File: config.mk
export PLATFORM = sky130hd
export DESIGN_NAME = eval_stack
export DESIGN_NICKNAME = d
export VERILOG_FILES = /design/src/rtl/evstk_pkg.sv /design/src/rtl/evstk_decode.sv /design/src/rtl/evstk_regs.sv /design/src/rtl/eval_stack.sv
export SDC_FILE = /design/constraint.sdc
export NUM_CORES = 1
export LEC_CHECK = 0
export CAP_MARGIN = 10
export CORE_MARGIN = 2
export CORE_UTILIZATION = 40
export DETAILED_ROUTE_END_ITERATION = 12
export DONT_BUFFER_PORTS = 1
export GPL_ROUTABILITY_DRIVEN = 0
export SLEW_MARGIN = 20
export SYNTH_ARGS = -nofsm -noshare
export SYNTH_HDL_FRONTEND = slang
export SYNTH_HIERARCHICAL = 1
export SYNTH_SLANG_ARGS = --single-unit
File: constraint.sdc
create_clock -name clk -period 2.9 [get_ports clk]
set_input_delay 0.58 -clock clk [delete_from_list [all_inputs] [get_ports clk]]
set_output_delay 0.58 -clock clk [all_outputs]
set_load 0.03 [all_outputs]
File: src/rtl/evstk_pkg.sv
package evstk_pkg;

    localparam int CMD_W  = 4;
    localparam int SLOTS  = 3;
    localparam int SEL_W  = 2;

    typedef enum logic [CMD_W-1:0] {
        OP_IDLE  = 4'd0,
        OP_PUSH  = 4'd1,
        OP_POP   = 4'd2,
        OP_ROT   = 4'd3,
        OP_AROT  = 4'd4,
        OP_SWAP  = 4'd5,
        OP_DUP   = 4'd6,
        OP_WBACK = 4'd7,
        OP_CJUMP = 4'd8
    } evstk_op_e;

    // Source of the next value of a stack slot.
    typedef enum logic [SEL_W-1:0] {
        SRC_TOP = 2'd0,
        SRC_MID = 2'd1,
        SRC_BOT = 2'd2,
        SRC_IN  = 2'd3
    } evstk_src_e;

    // Slot 0 = top, 1 = mid, 2 = bot.
    typedef struct packed {
        logic [SLOTS-1:0][SEL_W-1:0] sel;
    } evstk_route_t;

endpackage

File: src/rtl/evstk_decode.sv
module evstk_decode
    import evstk_pkg::*;
(
    input  logic [CMD_W-1:0] cmd_i,
    input  logic             top_zero_i,
    output evstk_route_t     route_o,
    output logic             jump_taken_o
);

    function automatic evstk_route_t mk(evstk_src_e t, evstk_src_e m, evstk_src_e b);
        evstk_route_t r;
        r.sel[0] = t;
        r.sel[1] = m;
        r.sel[2] = b;
        return r;
    endfunction

    always_comb begin
        route_o      = mk(SRC_TOP, SRC_MID, SRC_BOT);
        jump_taken_o = 1'b0;
        case (cmd_i)
            OP_PUSH:  route_o = mk(SRC_IN,  SRC_TOP, SRC_MID);
            OP_POP,
            OP_ROT:   route_o = mk(SRC_MID, SRC_BOT, SRC_TOP);
            OP_AROT:  route_o = mk(SRC_BOT, SRC_TOP, SRC_MID);
            OP_SWAP:  route_o = mk(SRC_MID, SRC_TOP, SRC_BOT);
            OP_DUP:   route_o = mk(SRC_TOP, SRC_TOP, SRC_MID);
            OP_WBACK: route_o = mk(SRC_IN,  SRC_BOT, SRC_TOP);
            OP_CJUMP: begin
                if (top_zero_i) begin
                    jump_taken_o = 1'b1;
                end else begin
                    route_o = mk(SRC_MID, SRC_BOT, SRC_TOP);
                end
            end
            default: ;
        endcase
    end

endmodule

File: src/rtl/evstk_regs.sv
module evstk_regs
    import evstk_pkg::*;
#(
    parameter int WIDTH = 32
) (
    input  logic             clk,
    input  logic             rst_n,
    input  evstk_route_t     route_i,
    input  logic [WIDTH-1:0] data_i,
    output logic [WIDTH-1:0] top_o,
    output logic [WIDTH-1:0] mid_o,
    output logic [WIDTH-1:0] bot_o
);

    typedef struct packed {
        logic [WIDTH-1:0] top;
        logic [WIDTH-1:0] mid;
        logic [WIDTH-1:0] bot;
    } state_t;

    state_t st_d, st_q;
    logic [WIDTH-1:0] pick_d [SLOTS];

    for (genvar g = 0; g < SLOTS; g++) begin : g_slot
        always_comb begin
            case (evstk_src_e'(route_i.sel[g]))
                SRC_TOP: pick_d[g] = st_q.top;
                SRC_MID: pick_d[g] = st_q.mid;
                SRC_BOT: pick_d[g] = st_q.bot;
                default: pick_d[g] = data_i;
            endcase
        end
    end

    always_comb begin
        st_d     = st_q;
        st_d.top = pick_d[0];
        st_d.mid = pick_d[1];
        st_d.bot = pick_d[2];
    end

    always_ff @(posedge clk or negedge rst_n) begin
        if (!rst_n) st_q <= '0;
        else        st_q <= st_d;
    end

    assign top_o = st_q.top;
    assign mid_o = st_q.mid;
    assign bot_o = st_q.bot;

endmodule

File: src/rtl/eval_stack.sv
module eval_stack
    import evstk_pkg::*;
#(
    parameter int WIDTH = 32
) (
    input  logic             clk,
    input  logic             rst_n,
    input  logic [3:0]       cmd_i,
    input  logic [WIDTH-1:0] data_i,
    output logic [WIDTH-1:0] top_o,
    output logic [WIDTH-1:0] mid_o,
    output logic [WIDTH-1:0] bot_o,
    output logic             jump_taken_o
);

    evstk_route_t route;
    logic         top_zero;

    assign top_zero = (top_o == '0);

    evstk_decode u_decode (
        .cmd_i        (cmd_i),
        .top_zero_i   (top_zero),
        .route_o      (route),
        .jump_taken_o (jump_taken_o)
    );

    evstk_regs #(.WIDTH(WIDTH)) u_regs (
        .clk     (clk),
        .rst_n   (rst_n),
        .route_i (route),
        .data_i  (data_i),
        .top_o   (top_o),
        .mid_o   (mid_o),
        .bot_o   (bot_o)
    );

    p_reset_zero_r1: assert property (@(posedge clk)
        !rst_n |=> (top_o == '0 && mid_o == '0 && bot_o == '0));

    p_idle_hold_r2: assert property (@(posedge clk) disable iff (!rst_n)
        (cmd_i == 4'd0 || cmd_i > 4'd8) |=> ($stable(top_o) && $stable(mid_o) && $stable(bot_o)));

    p_push_r3: assert property (@(posedge clk) disable iff (!rst_n)
        cmd_i == 4'd1 |=> (top_o == $past(data_i) && mid_o == $past(top_o) && bot_o == $past(mid_o)));

    p_pop_r4: assert property (@(posedge clk) disable iff (!rst_n)
        cmd_i == 4'd2 |=> (top_o == $past(mid_o) && mid_o == $past(bot_o) && bot_o == $past(top_o)));

    p_rot_r5: assert property (@(posedge clk) disable iff (!rst_n)
        cmd_i == 4'd3 |=> (top_o == $past(mid_o) && mid_o == $past(bot_o) && bot_o == $past(top_o)));

    p_arot_r6: assert property (@(posedge clk) disable iff (!rst_n)
        cmd_i == 4'd4 |=> (top_o == $past(bot_o) && mid_o == $past(top_o) && bot_o == $past(mid_o)));

    p_swap_r7: assert property (@(posedge clk) disable iff (!rst_n)
        cmd_i == 4'd5 |=> (top_o == $past(mid_o) && mid_o == $past(top_o) && bot_o == $past(bot_o)));

    p_dup_r8: assert property (@(posedge clk) disable iff (!rst_n)
        cmd_i == 4'd6 |=> (top_o == $past(top_o) && mid_o == $past(top_o) && bot_o == $past(mid_o)));

    p_wback_r9: assert property (@(posedge clk) disable iff (!rst_n)
        cmd_i == 4'd7 |=> (top_o == $past(data_i) && mid_o == $past(bot_o) && bot_o == $past(top_o)));

    p_cj_taken_r10: assert property (@(posedge clk) disable iff (!rst_n)
        (cmd_i == 4'd8 && top_o == '0) |-> jump_taken_o ##1
        ($stable(top_o) && $stable(mid_o) && $stable(bot_o)));

    p_cj_fall_r11: assert property (@(posedge clk) disable iff (!rst_n)
        (cmd_i == 4'd8 && top_o != '0) |-> !jump_taken_o ##1
        (top_o == $past(mid_o) && mid_o == $past(bot_o) && bot_o == $past(top_o)));

    p_flag_quiet_r12: assert property (@(posedge clk) disable iff (!rst_n)
        cmd_i != 4'd8 |-> !jump_taken_o);

endmodule

==> flow_summary.yaml <==
floorplanning:
  io_pins: 135
  rows: 41
  die_area_um2: 14100
  coreArea_um2: 12700
  start_util_pct: 41.4
  die_height_um: 119
  die_w_um: 119
critical_path:
  worstSetupPathType: "flip-flop to flip-flop"
  cp_max_fo: 8
  cp-end-kind: "flip-flop"
  cpPeakStageDelay_ns: 0.38
  start_kind: "flip-flop"
  crit_chain: "nor4_1 -> nand4_1 -> nor2_1 -> nand3b_1 -> o21ai_0 -> inv_1 -> ha_2 -> nand2b_4 -> buf_12 -> a221oi_1 -> nor3_1"
  critPathRequiredTime_ns: 3.14
  cp_data_arrival_time_ns: 2.75
  reg2reg_from: "u_regs/top_o[1]"
  cp-startpoint: "u_regs/top_o[1]"
  slowest_stage: "dfrtp_1"
final_layout:
  area_delta_synth_final_pct: 14.4
  antenna_cells: 0
  final_core_util_pct: 47.4
  fillers: 1132
  final_cell_mix: "96 x dfrtp_1, 65 x nor3_1, 60 x mux4_2"
  drive_gt1_share_pct: 37.2
  final_common_cell: "dfrtp_1"
  fin_nets: 435
place:
  hpwlAfterDp_um: 9850
  port-buffer-count: 0
  pre_cts_ws_ns: 0.165
sta:
  tightest_slew_ns: 0.789
  min_period_ns: 2.51
  fmax_mhz: 399
  drv_slew: 0
  timing.final.ws_setup_ns: 0.391
  finalHoldViolations: 0
  slew_headroom_pct: 47.4
  min_period_over_period_pct: 86.5
  fin_tns_setup_ns: 0
  fin_skew_ns: 0.0101
  rsz0062_at_grt: "no"
  setup_violations: 0
yosys:
  synth_warnings: 6
  synth_nets: 405
  syn_area_per_cell_um2: 14.5
  syn_inst: 364
  syn-cell-area_um2: 5270
  ys_types: 32
  ys_seq_elements: 96
  yosysSeqAreaShare_pct: 45.6
pwr:
  ir_drop_mv: 0.374
  power_leakage_nw: 2.27
  p_per_area_nw_per_um2: 977
clocking:
  cts_tree: "done"
  cts_root_buffer: "clkbuf_16"
  cts_htree_levels: 3
  cts.clk_slew.worst_paths_ns: 0.07
  cts_buffers: 9
  cts_sinks: 96
  clk_latency_ns: 0.35
  cts_buffer_depth: 2
global_route:
  grt_use_total_pct: 20.6
  antenna_found_initial: 0
  grt_pass1_wl_um: 22400
  grt_max_degree: 97
  grt_pass1_vias: 3851
  grt-ovfl-total: 0
flow_run:
  cap_violations: 0
detailed_routing:
  drtIter0Drc: 238
  wirelength_um: 13900
  antenna_left: 0
  num_vias: 3536
  via_per_inst: 6.20
  drc: 0
  dr.pass1.iters: 5
  wire_per_inst_um: 24.4
min_path:
  hold_class: "input pin to async pin"
outcome:
  outcome: "finished clean"
logic make-up (layout without fill, tap and decap cells):
| logic type | count (synthesis) | after routing | synth area share [%] |
|---|---|---|---|
| AND/OR/NAND/NOR | 119 | 119 | 12.8 |
| XOR/XNOR | 1 | 1 | 0.166 |
| multiplexers | 64 | 64 | 27.6 |
| adder cells (fa/ha/maj) | 3 | 3 | 0.713 |
| flip-flops | 96 | 96 | 45.6 |
| buffers and inverters | 41 | 75 | 6.08 |
| AO/OA/AOI/OAI | 40 | 40 | 6.94 |
cell usage after synthesis, drive strengths merged:
master	count	area [um2]
dfrtp	96	2400
nor3	65	325
mux4	64	1460
a221oi	32	312
nor2b	32	200
buf	25	258
clkbuf	12	47.6
nor4	8	56.3
a21oi	4	20.0
inv	4	15.0
ha	3	37.5
nor2	3	11.3
nand2	2	7.51
nand2b	2	20.0
nand3b	2	15.0
nand4	2	12.5
a211oi	1	12.5
and4	1	8.76
nand3	1	5.00
nor4b	1	15.0
o21a	1	7.51
o21ai	1	5.00
o22a	1	8.76
xor2	1	8.76
layer usage:
| layer | global-route usage (%) | wire length (um) | vias to the layer above |
|---|---|---|---|
| met4 | 6.77 | 154 | 0 |
| met1 | 26.2 | 5530 | 1864 |
| li1 | - | - | 1528 |
| met5 | 0 | 0 | - |
| met3 | 6.76 | 1060 | 14 |
| met2 | 33.3 | 7170 | 130 |
power breakdown:
part | leakage (nW) | internal [mW] | total, mW | switching [mW]
logic | 1.01 | 0.821 | 1.62 | 0.797
clock network | 0.159 | 0.798 | 1.31 | 0.509
registers | 1.10 | 1.78 | 2.97 | 1.19
area by class of cell:
cell class              instances  area, um2  area share (%)
clock inverters                 3       65.1            1.08
well taps                     172        215            3.57
inverters                       4       15.0           0.249
flip-flops and latches         96       2400            39.9
clock buffers                  12        256            4.26
multi-input cells             227       2580            42.8
repair buffers                 56        490            8.14
worst max-delay path, delay by kind of cell, from the launching register on:
family | cells | cell delay [ns]
AND/OR/NAND/NOR | 6 | 1.24
adder cells (fa/ha/maj) | 1 | 0.31
flip-flops | 1 | 0.38
buffers and inverters | 2 | 0.26
AO/OA/AOI/OAI | 2 | 0.20
registers in the layout, indices dropped and copies added, names as in the netlist:
signal / flops
u_regs/bot_o: 32
u_regs/mid_o: 32
u_regs/top_o: 32
per-stage QoR:
stage	hold WS [ns]	cell area [um2]	total power, mW	std cells
2_1_floorplan	0.284	5270	4.01	364
3_3_place_gp	0.287	5630	4.50	551
3_5_place_dp	0.286	5630	4.57	551
4_1_cts	0.170	5980	5.91	567
5_1_grt	0.173	6030	6.15	570
6_report	0.143	6030	5.89	570
worst paths after layout:
path	endpoint	slack, ns	depth (start not counted)
worst max-delay path	u_regs/top_o[11]	0.39	11
worst min-delay path	u_regs/bot_o[26]	0.14	1
worst max register to register	u_regs/top_o[11]	0.39	11
worst min register to register	u_regs/top_o[9]	0.75	3
max in group asynchronous	u_regs/mid_o[17]	2.37	1
min in group clk	u_regs/bot_o[0]	0.46	1
timing repair:
| item | in CTS | in global routing |
|---|---|---|
| gates resized for setup | 0 | 2 |
| setup buffers | 0 | 3 |
| hold buffers | 1 | 0 |
| endpoints found under the hold margin | 96 | 0 |
| endpoints found under the setup margin | 0 | 12 |
No activity file was read; power rests on OpenSTA's default activity.
